--- config.mk ---
export PLATFORM = sky130hd
export DESIGN_NAME = keystream_xor_decryptor
export DESIGN_NICKNAME = d
export VERILOG_FILES = /design/src/rtl/kx_pkg.sv /design/src/rtl/kx_seq.sv /design/src/rtl/kx_port.sv /design/src/rtl/keystream_xor_decryptor.sv
export SDC_FILE = /design/constraint.sdc
export NUM_CORES = 1
export LEC_CHECK = 0
export ABC_AREA = 0
export BUFFER_PORTS_ARGS = -buffer_cell sky130_fd_sc_hd__buf_2
export CORE_MARGIN = 2
export CORE_UTILIZATION = 40
export DETAILED_ROUTE_END_ITERATION = 16
export SYNTH_ARGS = -nofsm -noshare
export SYNTH_HDL_FRONTEND = slang
export SYNTH_HIERARCHICAL = 1
export SYNTH_SLANG_ARGS = --single-unit
--- constraint.sdc ---
create_clock -name clk -period 3.6 [get_ports clk]
set_input_delay 0.36 -clock clk [delete_from_list [all_inputs] [get_ports clk]]
set_output_delay 0.36 -clock clk [all_outputs]
set_load 0.005 [all_outputs]
--- src/rtl/kx_pkg.sv ---
package kx_pkg;

    // Width of an index and of a data byte; the state memory depth is 2**KX_W.
    localparam int KX_W = 8;

    // One phase per single-port access of the character loop.
    typedef enum logic [2:0] {
        PH_IDLE,
        PH_LEN,
        PH_RD_I,
        PH_RD_J,
        PH_WR_I,
        PH_WR_J,
        PH_PAD
    } kx_phase_e;

    // Number of busy cycles for a message of n characters.
    function automatic int kx_busy_cycles(input int n);
        return 5 * n + 1;
    endfunction

endpackage

--- src/rtl/kx_seq.sv ---
module kx_seq
    import kx_pkg::*;
#(
    parameter int W = KX_W
) (
    input  logic         clk,
    input  logic         rst,
    input  logic         en,
    input  logic [W-1:0] s_rdata,
    input  logic [W-1:0] ct_rdata,
    output kx_phase_e    phase,
    output logic [W-1:0] i_q,
    output logic [W-1:0] j_q,
    output logic [W-1:0] si_q,
    output logic [W-1:0] sj_q,
    output logic [W-1:0] k_q,
    output logic         rdy
);

    logic [W-1:0] len_q;

    assign rdy = (phase == PH_IDLE);

    always_ff @(posedge clk) begin
        if (rst) begin
            phase <= PH_IDLE;
            i_q   <= '0;
            j_q   <= '0;
            si_q  <= '0;
            sj_q  <= '0;
            k_q   <= '0;
            len_q <= '0;
        end else begin
            unique case (phase)
                PH_IDLE: if (en) phase <= PH_LEN;
                PH_LEN: begin
                    len_q <= ct_rdata;
                    i_q   <= '0;
                    j_q   <= '0;
                    k_q   <= W'(1);
                    phase <= (ct_rdata == '0) ? PH_IDLE : PH_RD_I;
                end
                PH_RD_I: begin
                    si_q  <= s_rdata;
                    i_q   <= i_q + W'(1);
                    phase <= PH_RD_J;
                end
                PH_RD_J: begin
                    sj_q  <= s_rdata;
                    j_q   <= j_q + si_q;
                    phase <= PH_WR_I;
                end
                PH_WR_I: phase <= PH_WR_J;
                PH_WR_J: phase <= PH_PAD;
                PH_PAD: begin
                    if (k_q == len_q) begin
                        phase <= PH_IDLE;
                    end else begin
                        k_q   <= k_q + W'(1);
                        phase <= PH_RD_I;
                    end
                end
                default: phase <= PH_IDLE;
            endcase
        end
    end

    // a request is only legal while ready
    p_en_legal_r2: assert property (@(posedge clk) disable iff (rst)
        en |-> rdy);

    // ready drops in the cycle after an accepted request
    p_rdy_drop_r2: assert property (@(posedge clk) disable iff (rst)
        (en && rdy) |=> !rdy);

    // a pad cycle only ever addresses a character inside the message
    p_pad_in_range_r7: assert property (@(posedge clk) disable iff (rst)
        (phase == PH_PAD) |-> (k_q != '0 && k_q <= len_q));

    // characters advance by exactly one between pad cycles
    p_char_step_r6: assert property (@(posedge clk) disable iff (rst)
        (phase == PH_PAD && k_q != len_q) |=> (k_q == $past(k_q) + W'(1)));

endmodule

--- src/rtl/kx_port.sv ---
module kx_port
    import kx_pkg::*;
#(
    parameter int W = KX_W
) (
    input  kx_phase_e    phase,
    input  logic [W-1:0] i_q,
    input  logic [W-1:0] j_q,
    input  logic [W-1:0] si_q,
    input  logic [W-1:0] sj_q,
    input  logic [W-1:0] k_q,
    input  logic [W-1:0] s_rdata,
    input  logic [W-1:0] ct_rdata,
    output logic [W-1:0] s_addr,
    output logic [W-1:0] s_wdata,
    output logic         s_wren,
    output logic [W-1:0] ct_addr,
    output logic [W-1:0] pt_addr,
    output logic [W-1:0] pt_wdata,
    output logic         pt_wren
);

    always_comb begin
        s_addr   = '0;
        s_wdata  = '0;
        s_wren   = 1'b0;
        ct_addr  = '0;
        pt_addr  = '0;
        pt_wdata = '0;
        pt_wren  = 1'b0;
        unique case (phase)
            PH_LEN: begin
                pt_wdata = ct_rdata;
                pt_wren  = 1'b1;
            end
            PH_RD_I: s_addr = i_q + W'(1);
            PH_RD_J: s_addr = j_q + si_q;
            PH_WR_I: begin
                s_addr  = i_q;
                s_wdata = sj_q;
                s_wren  = 1'b1;
            end
            PH_WR_J: begin
                s_addr  = j_q;
                s_wdata = si_q;
                s_wren  = 1'b1;
            end
            PH_PAD: begin
                s_addr   = si_q + sj_q;
                ct_addr  = k_q;
                pt_addr  = k_q;
                pt_wdata = s_rdata ^ ct_rdata;
                pt_wren  = 1'b1;
            end
            default: ;
        endcase
    end

endmodule

--- src/rtl/keystream_xor_decryptor.sv ---
module keystream_xor_decryptor
    import kx_pkg::*;
#(
    parameter int W   = KX_W,
    parameter int KEY_W = 24
) (
    input  logic             clk,
    input  logic             rst,
    input  logic             en,
    input  logic [KEY_W-1:0] key,
    output logic             rdy,
    output logic [W-1:0]     s_addr,
    output logic [W-1:0]     s_wdata,
    output logic             s_wren,
    input  logic [W-1:0]     s_rdata,
    output logic [W-1:0]     ct_addr,
    input  logic [W-1:0]     ct_rdata,
    output logic [W-1:0]     pt_addr,
    output logic [W-1:0]     pt_wdata,
    output logic             pt_wren
);

    kx_phase_e    phase;
    logic [W-1:0] i_q, j_q, si_q, sj_q, k_q;

    kx_seq #(.W(W)) u_seq (
        .clk      (clk),
        .rst      (rst),
        .en       (en),
        .s_rdata  (s_rdata),
        .ct_rdata (ct_rdata),
        .phase    (phase),
        .i_q      (i_q),
        .j_q      (j_q),
        .si_q     (si_q),
        .sj_q     (sj_q),
        .k_q      (k_q),
        .rdy      (rdy)
    );

    kx_port #(.W(W)) u_port (
        .phase    (phase),
        .i_q      (i_q),
        .j_q      (j_q),
        .si_q     (si_q),
        .sj_q     (sj_q),
        .k_q      (k_q),
        .s_rdata  (s_rdata),
        .ct_rdata (ct_rdata),
        .s_addr   (s_addr),
        .s_wdata  (s_wdata),
        .s_wren   (s_wren),
        .ct_addr  (ct_addr),
        .pt_addr  (pt_addr),
        .pt_wdata (pt_wdata),
        .pt_wren  (pt_wren)
    );

    // the key argument is valid alongside an accepted request
    always_ff @(posedge clk) begin
        if (!rst && en && rdy) begin
            p_key_known_r2: assert (!$isunknown(key));
        end
    end

    // no memory is written while idle
    p_idle_quiet_r9: assert property (@(posedge clk) disable iff (rst)
        rdy |-> (!s_wren && !pt_wren));

    // ready only comes back right after a plaintext write
    p_rdy_after_write_r8: assert property (@(posedge clk) disable iff (rst)
        $rose(rdy) |-> $past(pt_wren));

    // the first cycle of a request copies the count to plaintext address 0
    p_len_first_r3: assert property (@(posedge clk) disable iff (rst)
        (en && rdy) |=> (pt_wren && pt_addr == '0 && ct_addr == '0));

endmodule

==> run_results.csv <==
group,metric,value,unit
outcome,run_status,"complete, no violations",
clock_network,clock_input_transition_at_the_sequential_cells_of_the_worst_setup_and_hold_paths,100,ps
finish,antenna_diode_count,0,
timing,final-max-slew-violation-count,0,
timing,setup_viol,0,
placed_design,dp_worst_setup_slack,370,ps
timing,final_critical_path_setup_slack,223,ps
routing,detail_route.iter0.violations,261,
logic_synthesis,seq_area_frac_synth,28.2,%
global_routing,use_met1,27.6,%
floorplan,floorplan.rows,34,
timing,max_slew_margin,40.0,%
logic_synthesis,synth_seq_cells,51,
placed_design,dp_hpwl,7200,µm
routing,routed_wirelength,9680,µm
floorplan,top_level_ports,86,
routing,routed_length_per_placed_instance,16.1,µm
timing,worst-slew-pin-transition,900,ps
power,power.density,277,nW/µm²
critical_path,worstPathArrival,3020,ps
critical_path,critPathLaunchType,"register",
global_routing,track_usage,19.8,%
global_routing,antenna_found_initial,0,
critical_path,timing.critical_path.slowest_cell_delay,410,ps
power,worst_ir_drop_vdd,158,µV
clock_network,cts_sinks,51,
timing,grt_setup_unrepaired,"no",
critical_path,worstPathRequired,3240,ps
logic_synthesis,ys_top_cells_by_area,"dfxtp_1, nand2_1, a21oi_1",
clock_network,clk_root_buffer_cell,"clkbuf_8",
logic_synthesis,synth-async-reset-ratio,0,%
global_routing,grt_max_degree,50,
critical_path,worst-setup-path-type,"register to output port",
routing,route.antenna.remaining_nets,0,
timing,min_period_over_period,93.8,%
routing,initial_drt_pass_iterations,4,
global_routing,number_of_global_route_vias_before_repair,3037,
global_routing,gr_layer_usage_met2,32.8,%
global_routing,use_met3,2.25,%
logic_synthesis,post_synth.cell_area_avg,8.04,µm²
logic_synthesis,synth.largest_area_cell,"dfxtp_1",
timing,hold_viol_final,0,
floorplan,fp.dieW,99.2,µm
critical_path,path_cells,"and3b_2 > mux2_2 > ha_1 > fa_1 > a21o_1 > a21oi_1 > o21ai_0 > xnor2_1 > o221ai_1 > buf_2",
clock_network,clock_buffer_depth,2,
finish,post_route_cells_drive_above_1_share,20.2,%
logic_synthesis,post_synthesis_instance_area,3630,µm²
routing,num_vias,3417,
global_routing,global_route.peak_usage_layer,"met2",
finish,final_net_count,556,
global_routing,grt.overflow.total,0,
floorplan,dieHeight,99.2,µm
critical_path,nature_of_the_critical_path_endpoint,"output port",
logic_synthesis,postSynthCellCount,451,
timing,final.min_clock_period,3380,ps
worst_hold_path,hold_path_class,"primary input to register",
clock_network,cts_inserted_buffers,5,
flow_run,drv.max_cap_violation_count,0,
floorplan,core,8760,µm²
placed_design,buffer_ports.inserted,61,
finish,flow.area_growth_from_synthesis,11.2,%
floorplan,starting_density_of_the_core,41.4,%
logic_synthesis,ys_warn_count,6,
routing,remaining_drc_errors,0,
timing,worst_clock_skew,16.1,ps
logic_synthesis,netlist-cell-type-count,53,
timing,total_negative_setup_slack,0,ps
logic_synthesis,mappedNetlistNets,514,
routing,avgViaCountPerCell,5.68,
logic_synthesis,portion_of_synthesized_cell_area_occupied_by_the_leading_cell_type,28.2,%
timing,achievable-frequency,0.296,GHz
clock_network,ctsHoldBuffers,0,
critical_path,reg2reg_slack,1470,ps
global_routing,grt_first_pass_wirelength,15900,µm
clock_network,h-tree-depth,2,
clock_network,clock_latency_late_sink,320,ps
critical_path,critical_path_fanouts_max,9,
logic_synthesis,synth_ff_type,"dfxtp_1",
logic_synthesis,synth_enable_flop_cells,0,
finish,post_layout_nonfiller_instances,602,
power,power.static_leakage,1.71,nW
clock_network,clock_tree_from_tritoncts,"done",
finish,final_util,46.0,%
critical_path,critical-path-slowest-cell,"fa_1",
placed_design,placedCellCount,594,
floorplan,dieArea,9840,µm²
placed_design,finalWeightedCongestion,0.920,
-- worst max-delay path, delay by kind of cell, from the launching register on --
kind,cells,cell delay [ps]
xor+xnor,1,140
simple gates,1,380
buf+inv,1,150
compound gates,4,700
mux,1,370
flops,1,320
fa+ha+maj,2,630
-- metrics by stage --
stage	power, mW	hold WS, ps	cell area [µm²]
detailed placement	0.784	460	3940
finish	1.12	306	4030
floorplan	0.726	445	3630
global placement	0.782	455	3940
CTS	1.12	305	4030
global route	1.17	299	4030
-- path summary, 6_finish.rpt --
check	from	to	cells past startpoint
worst max-delay path	u_seq/phase[0]	s_addr[6]	10
worst min register to register	u_seq/len_q[7]	u_seq/len_q[7]	2
worst min-delay path	s_rdata[5]	u_seq/si_q[5]	3
worst max register to register	u_seq/phase[1]	u_seq/i_q[7]	7
-- timing repair --
action	CTS	global route
pin swaps	0	0
setup endpoints to repair	1	1
endpoints found under the hold margin	0	0
gates resized for setup	1	1
buffers inserted	0	0
-- flip-flops by register name, summed over array words and instances (netlist names) --
signal and count:
u_seq/phase 3, u_seq/si_q 8, u_seq/len_q 8, u_seq/j_q 8
u_seq/sj_q 8, u_seq/k_q 8, u_seq/i_q 8
-- per-layer routing --
layer | vias up | wire, µm
met5 | - | 0
met4 | 0 | 114
met3 | 10 | 381
met2 | 91 | 4640
met1 | 1639 | 4540
li1 | 1677 | -
-- synthesized netlist by cell type, types with 2 or more instances --
master and instances:
nand4_1 6, o221ai_1 3, a22oi_1 9, nor3_1 6
a2111oi_1 2, or3_1 3, and3_1 3, o31ai_1 4
buf_4 10, nand3_1 15, o211ai_1 3, nand2b_1 7
xor2_1 23, nand3b_1 8, nor4_1 2, and3b_1 3
mux2_2 8, fa_1 2, a22o_1 8, nand2_1 66
ha_1 18, buf_2 4, xnor2_1 16, buf_6 2
a21o_1 4, a21oi_2 2, mux2i_1 11, o21ai_0 10
clkbuf_1 17, nor2b_1 2, nor3b_2 2, a31oi_1 3
or2_2 6, nor2_1 32, a211oi_1 5, inv_1 4
dfxtp_1 51, a21oi_1 48, and2_1 9
-- area by class of cell --
type / count / area [µm²]
Timing Repair Buffer: 68 / 358
Fill cell: 864 / 4730
Clock inverter: 3 / 20.0
Multi-Input combinational cell: 362 / 2410
Sequential cell: 51 / 1020
Inverter: 5 / 18.8
Tap cell: 108 / 135
Clock buffer: 5 / 68.8
-- power breakdown --
part	switching [mW]	leakage [nW]	internal, mW	total (mW)
clock network	0.209	0.0402	0.136	0.345
registers	0.0151	0.412	0.578	0.593
logic	0.114	1.26	0.0659	0.180
-- logic make-up (layout without fill, tap and decap cells) --
kind of cell	count (synthesis)	after routing	share of synthesized area, %
xor gates and xnor gates	39	39	9.42
adders and majority gates	20	20	7.32
buffers and inverters	38	81	5.52
DFF	51	51	28.2
muxes	20	20	5.83
AOI/OAI and AO/OA	111	111	20.2
and+or+nand+nor	172	172	23.6
-- layout by cell type (no fill, tap or decap), types with 6 or more instances in the layout --
cell type,count
nand2_1,66
buf_2,61
dfxtp_1,51
a21oi_1,48
nor2_1,32
xor2_1,23
ha_1,18
xnor2_1,16
nand3_1,15
mux2i_1,11
o21ai_0,10
a22oi_1,9
and2_1,9
mux2_2,8
a22o_1,8
nand3b_1,8
buf_4,7
nand2b_1,7
or2_2,6
nand4_1,6
nor3_1,6
(Power assumes the default switching activity.)
